<file path="src/rtl/tone_div_out_pkg.sv">
package tone_div_out_pkg;

   typedef enum logic [1:0] {
      BZ_PAIR   = 2'd0,
      BZ_SINGLE = 2'd1,
      BZ_OFF    = 2'd2
   } bz_mode_e;

   function automatic bz_mode_e bz_mode(input logic sel_a, input logic sel_b);
      if (sel_a)      return BZ_OFF;
      else if (sel_b) return BZ_SINGLE;
      else            return BZ_PAIR;
   endfunction

endpackage

</file>
<file path="src/rtl/reload_timer.sv">
module reload_timer #(
   parameter int CNT_W = 8
) (
   input  logic             clk,
   input  logic             rst_n,
   input  logic             run,
   input  logic [CNT_W-1:0] preload,
   output logic [CNT_W-1:0] cnt,
   output logic             ovf
);
   localparam logic [CNT_W-1:0] CNT_MAX = {CNT_W{1'b1}};

   assign ovf = run && (cnt == CNT_MAX);

   always_ff @(posedge clk or negedge rst_n) begin
      if (!rst_n)            cnt <= '0;
      else if (!run || ovf)  cnt <= preload;
      else                   cnt <= cnt + 1'b1;
   end
endmodule

</file>
<file path="src/rtl/div_toggle.sv">
module div_toggle (
   input  logic clk,
   input  logic rst_n,
   input  logic ovf,
   output logic div_q
);
   always_ff @(posedge clk or negedge rst_n) begin
      if (!rst_n)   div_q <= 1'b0;
      else if (ovf) div_q <= ~div_q;
   end
endmodule

</file>
<file path="src/rtl/pad_mux.sv">
module pad_mux
   import tone_div_out_pkg::*;
(
   input  logic tone,
   input  logic div_q,
   input  logic dat_bz_a,
   input  logic dat_bz_b,
   input  logic dat_div,
   output logic nx_bz_a,
   output logic nx_bz_b,
   output logic nx_div
);
   bz_mode_e mode;

   assign mode = bz_mode(dat_bz_a, dat_bz_b);

   always_comb begin
      nx_bz_a = 1'b0;
      nx_bz_b = 1'b0;
      unique case (mode)
         BZ_PAIR:   begin nx_bz_a = tone; nx_bz_b = ~tone; end
         BZ_SINGLE: begin nx_bz_a = tone; nx_bz_b = 1'b0;  end
         default:   begin nx_bz_a = 1'b0; nx_bz_b = 1'b0;  end
      endcase
      nx_div = dat_div ? 1'b0 : div_q;
   end
endmodule

</file>
<file path="src/rtl/tone_div_out.sv">
module tone_div_out #(
   parameter int CNT_W    = 8,
   parameter int REG_PADS = 1
) (
   input  logic             clk,
   input  logic             rst_n,
   input  logic             run,
   input  logic [CNT_W-1:0] preload,
   input  logic             tone,
   input  logic             dat_bz_a,
   input  logic             dat_bz_b,
   input  logic             dat_div,
   output logic             pad_bz_a,
   output logic             pad_bz_b,
   output logic             pad_div
);
   generate
      if (CNT_W < 2 || CNT_W > 24) begin : g_bad_cnt_w
         $error("tone_div_out: CNT_W must lie in 2..24");
      end
      if (REG_PADS != 0 && REG_PADS != 1) begin : g_bad_reg
         $error("tone_div_out: REG_PADS must be 0 or 1");
      end
   endgenerate

   logic [CNT_W-1:0] cnt;
   logic             ovf;
   logic             div_q;
   logic             nx_bz_a, nx_bz_b, nx_div;

   reload_timer #(.CNT_W(CNT_W)) u_timer (
      .clk(clk), .rst_n(rst_n), .run(run), .preload(preload),
      .cnt(cnt), .ovf(ovf)
   );

   div_toggle u_div (
      .clk(clk), .rst_n(rst_n), .ovf(ovf), .div_q(div_q)
   );

   pad_mux u_mux (
      .tone(tone), .div_q(div_q),
      .dat_bz_a(dat_bz_a), .dat_bz_b(dat_bz_b), .dat_div(dat_div),
      .nx_bz_a(nx_bz_a), .nx_bz_b(nx_bz_b), .nx_div(nx_div)
   );

   generate
      if (REG_PADS == 1) begin : g_reg_pads
         always_ff @(posedge clk or negedge rst_n) begin
            if (!rst_n) begin
               pad_bz_a <= 1'b0;
               pad_bz_b <= 1'b0;
               pad_div  <= 1'b0;
            end else begin
               pad_bz_a <= nx_bz_a;
               pad_bz_b <= nx_bz_b;
               pad_div  <= nx_div;
            end
         end
      end else begin : g_comb_pads
         assign pad_bz_a = nx_bz_a;
         assign pad_bz_b = nx_bz_b;
         assign pad_div  = nx_div;
      end
   endgenerate
endmodule

</file>
<file path="config.mk">
export PLATFORM = sky130hd
export DESIGN_NAME = tone_div_out
export DESIGN_NICKNAME = d
export VERILOG_FILES = /design/src/rtl/tone_div_out_pkg.sv /design/src/rtl/reload_timer.sv /design/src/rtl/div_toggle.sv /design/src/rtl/pad_mux.sv /design/src/rtl/tone_div_out.sv
export SDC_FILE = /design/constraint.sdc
export NUM_CORES = 1
export LEC_CHECK = 0
export ABC_AREA = 1
export CAP_MARGIN = 25
export CELL_PAD_IN_SITES_DETAIL_PLACEMENT = 0
export CELL_PAD_IN_SITES_GLOBAL_PLACEMENT = 2
export CORE_UTILIZATION = 26
export DETAILED_ROUTE_END_ITERATION = 8
export PLACE_DENSITY = 0.9
export SETUP_SLACK_MARGIN = 0.2
export SYNTH_ARGS = -nofsm -noshare
export SYNTH_HDL_FRONTEND = slang
export SYNTH_HIERARCHICAL = 1
export SYNTH_SLANG_ARGS = --single-unit
</file>
<file path="constraint.sdc">
create_clock -name clk -period 3.6 [get_ports clk]
set_clock_uncertainty 0.2 [all_clocks]
set_input_delay 0.72 -clock clk [delete_from_list [all_inputs] [get_ports clk]]
set_output_delay 0.72 -clock clk [all_outputs]
set_load 0.02 [all_outputs]
</file>
# After elaboration in Yosys (flattened, before gate mapping)
# Index checks and enable logic that the tools add are counted.
# Widths: inputs -> output; s select.
dict set report classes {
  multipliers 0
  shift 0
  eq_ne 2
  div_mod_pow 0
  bitwise_logic 2
  order_cmp 0
  addsub 1
  reduce_logical 5
  muxes 6
}
# op n
set op_table {}
lappend op_table {{$add 8x1->8 const B} 1}
lappend op_table {{$eq 8x8->1 const B} 1}
lappend op_table {{$mux 8} 1}
lappend op_table {{$mux 1} 4}
lappend op_table {{$eq 2x1->1 const B} 1}
lappend op_table {{$logic_not 2->1} 1}
lappend op_table {{$mux 2} 1}
lappend op_table {{$not 1->1} 2}
lappend op_table {{$reduce_or 2->1} 1}
lappend op_table {{$logic_and 1x1->1} 1}
lappend op_table {{$logic_not 1->1} 1}
lappend op_table {{$logic_or 1x1->1} 1}
dict set report word_totals {
  latch_bits 0
  mem_bits_ro 0
  n_memories 0
  ram_bits 0
  regBits 12
  elab_cells 21
  in_bits 15
}

# Logic depth before layout (Yosys ltp)
dict set report logic_depth {
  ltp_word 5
  mapped_depth 8
}

# Cells and area by module
# The synthesis kept the hierarchy.
# module area_per_inst_um2 instances seq_area_each_um2 cells_per_inst
set modules_own_cells {}
lappend modules_own_cells {reload_timer 471.7 1 200.2 68}
lappend modules_own_cells {tone_div_out 75.1 1 75.1 3}
lappend modules_own_cells {div_toggle 43.8 1 25.0 6}
lappend modules_own_cells {pad_mux 28.8 1 0.0 7}

# Worst setup path after synthesis
# No wires, ideal clock.
dict set report synth_timing {
  path_kind {register -> register}
  start {register u_timer.cnt[0]}
  end {register u_timer.cnt[0]}
  slack_ns 2.175
  path_buffers 1
  stages_incl_launch_ff 9
  setup_time_ns 0.127
  arrival_time_ns 1.098
  path_cell_list {dfrtp_1 -> ha_1 -> nand2_1 -> nor2_2 -> nand2_1 -> nand2_2 -> buf_6 -> nand2_1 -> o21ai_0}
}
dict set report synth_via {
  elab_chain_cells 4
  elab_cells_between_ends 5
  classes_between {1 x add/sub; 1 x eq/ne; 1 x mux; 2 x reduce/logical}
}
# element line
set synth_lines {}
lappend synth_lines {{start: declaration} reload_timer.sv:8} ;# output logic [CNT_W-1:0] cnt,
lappend synth_lines {{start signal: assignment} reload_timer.sv:17} ;# else if (!run || ovf) cnt <= preload;
lappend synth_lines {{start signal: assignment} reload_timer.sv:18} ;# else cnt <= cnt + 1'b1;
lappend synth_lines {{branches (longest 3 deep; another with $add 8x1->8)} n/a}
lappend synth_lines {{$mux 8 (*)} reload_timer.sv:17}
# Every way passes the cells marked *.
# A chain may end at the register's enable or synchronous reset.

# Worst setup path after layout
dict set report layout_timing {
  start {register pad_div}
  end {output port pad_div}
}
# element line
set layout_rtl {}
lappend layout_rtl {{start: declaration} tone_div_out.sv:15} ;# output logic pad_div
lappend layout_rtl {{start signal: assignment} tone_div_out.sv:56} ;# pad_div <= nx_div;
# No word-level cell between the ends.

==> flow_metrics.py <==
metrics = {
    "status": {
        "outcome": "complete, no violations",
    },
    "clock_tree": {
        "cts_hold_buf": 0,
        "clockRootBuffer": "clkbuf_4",
        "cts_made_buffers": 3,
        "cts_max_path_buffers": 2,
        "cts_resized": 0,
        "clock-sinks": 12,
        "cts_tree": "done",
        "insertion_delay_ns": 0.26,
        "cts.htree.levels": 1,
        "post-cts-setup-buffer-count": 0,
        "clk_pin_slew_worst_paths_ns": 0.07,
    },
    "layout": {
        "final_net_count": 121,
        "antenna_cells": 0,
        "stdcell_count": 131,
        "fin_util_pct": 37.4,
        "drive_gt1_share_pct": 6.80,
        "syn_to_final_growth_pct": 34.9,
    },
    "place": {
        "gp_congestion": 0.708,
        "dp_hpwl_um": 937,
        "dp.cells": 128,
        "io_buffers": 17,
    },
    "critical_path": {
        "critPathRequiredTime_ns": 2.68,
        "end_kind": "primary output",
        "crit_type": "flop to primary output",
        "cp_slowest_stage_delay_ns": 0.60,
        "r2r_setup_slack_ns": 1.97,
        "worst-path-max-fanout": 1,
        "crit_slowest_cell": "clkdlybuf4s50_1",
        "crit_family": "buffers and inverters",
        "worstSetupStartpointType": "flop",
        "crit_arrival_ns": 1.19,
        "rr_worst_depth": 8,
        "crit_chain": "clkdlybuf4s50_1",
        "path_buf_inv": 1,
        "reg2reg_to": "u_timer/cnt[6]",
        "reg2reg_from": "u_timer/cnt[0]",
    },
    "route": {
        "drc": 0,
        "wl_per_cell_um": 9.05,
        "first_pass_iters": 4,
        "wirelength_um": 1190,
        "routed_via_density": 4.04,
        "drt_iter0_markers": 8,
        "routed-via-count": 529,
        "ant_nets": 0,
    },
    "synth": {
        "synthesis.area_um2": 619,
        "synth_top_area_cell": "dfrtp_1",
        "ys_seq_elements": 12,
        "seq_area_frac_synth_pct": 48.5,
        "syn_avg_cell_area_um2": 7.37,
        "ys_types": 13,
        "synth_nets": 100,
        "yosysTopAreaCellShare_pct": 48.5,
        "synth_warnings": 6,
        "synthesis.instances": 84,
        "synthTopCellsByArea": "dfrtp_1 (48%), nand2_1 (22%), inv_1 (6.7%)",
    },
    "global_route": {
        "antenna_found_initial": 0,
        "grt_pass1_vias": 542,
        "overflow": 0,
        "grt_pass1_wl_um": 2150,
        "grt_max_degree": 13,
        "grt_usage_pct": 11.6,
    },
    "timing": {
        "rsz0062_at_grt": "no",
        "relSlewSlack_pct": 63.7,
        "hold_viol": 0,
        "slew_violations": 0,
        "finalCritPeriodShare_pct": 58.7,
        "period_minus_slack_ns": 2.11,
        "setup_viol": 0,
        "max_freq_mhz": 474,
        "finalSetupTns_ns": 0,
        "worst_slew_pin_slew_ns": 0.542,
    },
    "die": {
        "io-pin-count": 18,
        "die_x_um": 50.8,
        "core_region_area_mm2": 0.00223,
        "fp.dieH_um": 50.8,
        "die-area_mm2": 0.00258,
        "rows": 17,
        "initial_core_util_pct": 27.7,
    },
    "power_and_ir_drop": {
        "power_density_mw_per_mm2": 353,
        "ir_drop_uv": 185,
        "leakagePower_nw": 0.408,
    },
    "min_path": {
        "hp-class": "flop to flop",
        "min_to": "u_div/div_q",
        "hold_depth": 2,
        "worstHoldStart": "u_div/div_q",
    },
    "run": {
        "cap_violations": 0,
    },
}
[cell families after synthesis]
family                     share of synthesized area [%]
and+or+nand+nor                                     32.1
buffers and inverters                               9.09
xor gates and xnor gates                            4.24
adders and majority gates                           2.02
DFF                                                 48.5
AOI/OAI and AO/OA                                   4.04
[flip-flops by register name, indices dropped and copies added, names as in the netlist]
name         cells
pad_bz_a         1
pad_bz_b         1
pad_div          1
u_div/div_q      1
u_timer/cnt      8
[area by class of cell]
type	count	area, um2
fillers	251	1400
flip-flops and latches	12	300
multi-input cells	59	263
repair buffers	17	170
inverters	12	45.0
well taps	28	35.0
clock buffers	3	22.5
[synth_stat cells (all sizes together)]
cell type,instances
dfrtp,12
nand3,3
xor2,2
ha,1
inv,12
xnor2,1
o21ai,5
nand2,37
buf,1
nor2,10
[power by group]
| part | switching (mW) | internal, mW |
|---|---|---|
| logic | 0.0282 | 0.0298 |
| clock network | 0.0400 | 0.0386 |
| registers | 0.0110 | 0.147 |
| total | 0.0791 | 0.216 |
[routing by layer]
| layer | routed length, um | global-route usage (%) |
|---|---|---|
| met3 | 68 | 2.42 |
| met5 | 0 | 0 |
| met1 | 593 | 14.6 |
| met4 | 0 | 6.94 |
| met2 | 523 | 18.0 |
[metrics by stage]
step	cell area (um2)	hold slack [ns]	worst slack (ns)	total power [mW]
detailed placement	813	0.296	1.68	0.220
finish	836	0.309	1.49	0.295
CTS	836	0.314	1.47	0.303
floorplan	619	0.224	2.18	0.192
global placement	813	0.282	1.69	0.220
global route	836	0.350	1.43	0.316
[cells in the final DEF (no fill, tap or decap)]
master           Yosys  layout
clkbuf_4             0       3
clkdlybuf4s50_1      0      17
dfrtp_1             12      12
ha_1                 1       1
inv_1               11      11
inv_2                1       1
nand2_1             36      36
nand2_2              1       1
nand3_1              3       3
nor2_1               8       8
nor2_2               2       2
o21ai_0              5       5
xnor2_1              1       1
xor2_1               2       2
[worst max path at each step]
stage	from	endpoint	slack, ns	cells past startpoint
after detailed placement	run	u_timer/cnt[6]	1.68	5
final	pad_div	pad_div	1.49	1
after CTS	pad_div	pad_div	1.47	1
after floorplan	u_timer/cnt[0]	u_timer/cnt[0]	2.18	8
after global placement	run	u_timer/cnt[5]	1.69	5
after global routing	pad_bz_b	pad_bz_b	1.43	1
Power figures use the tool's default switching activity.
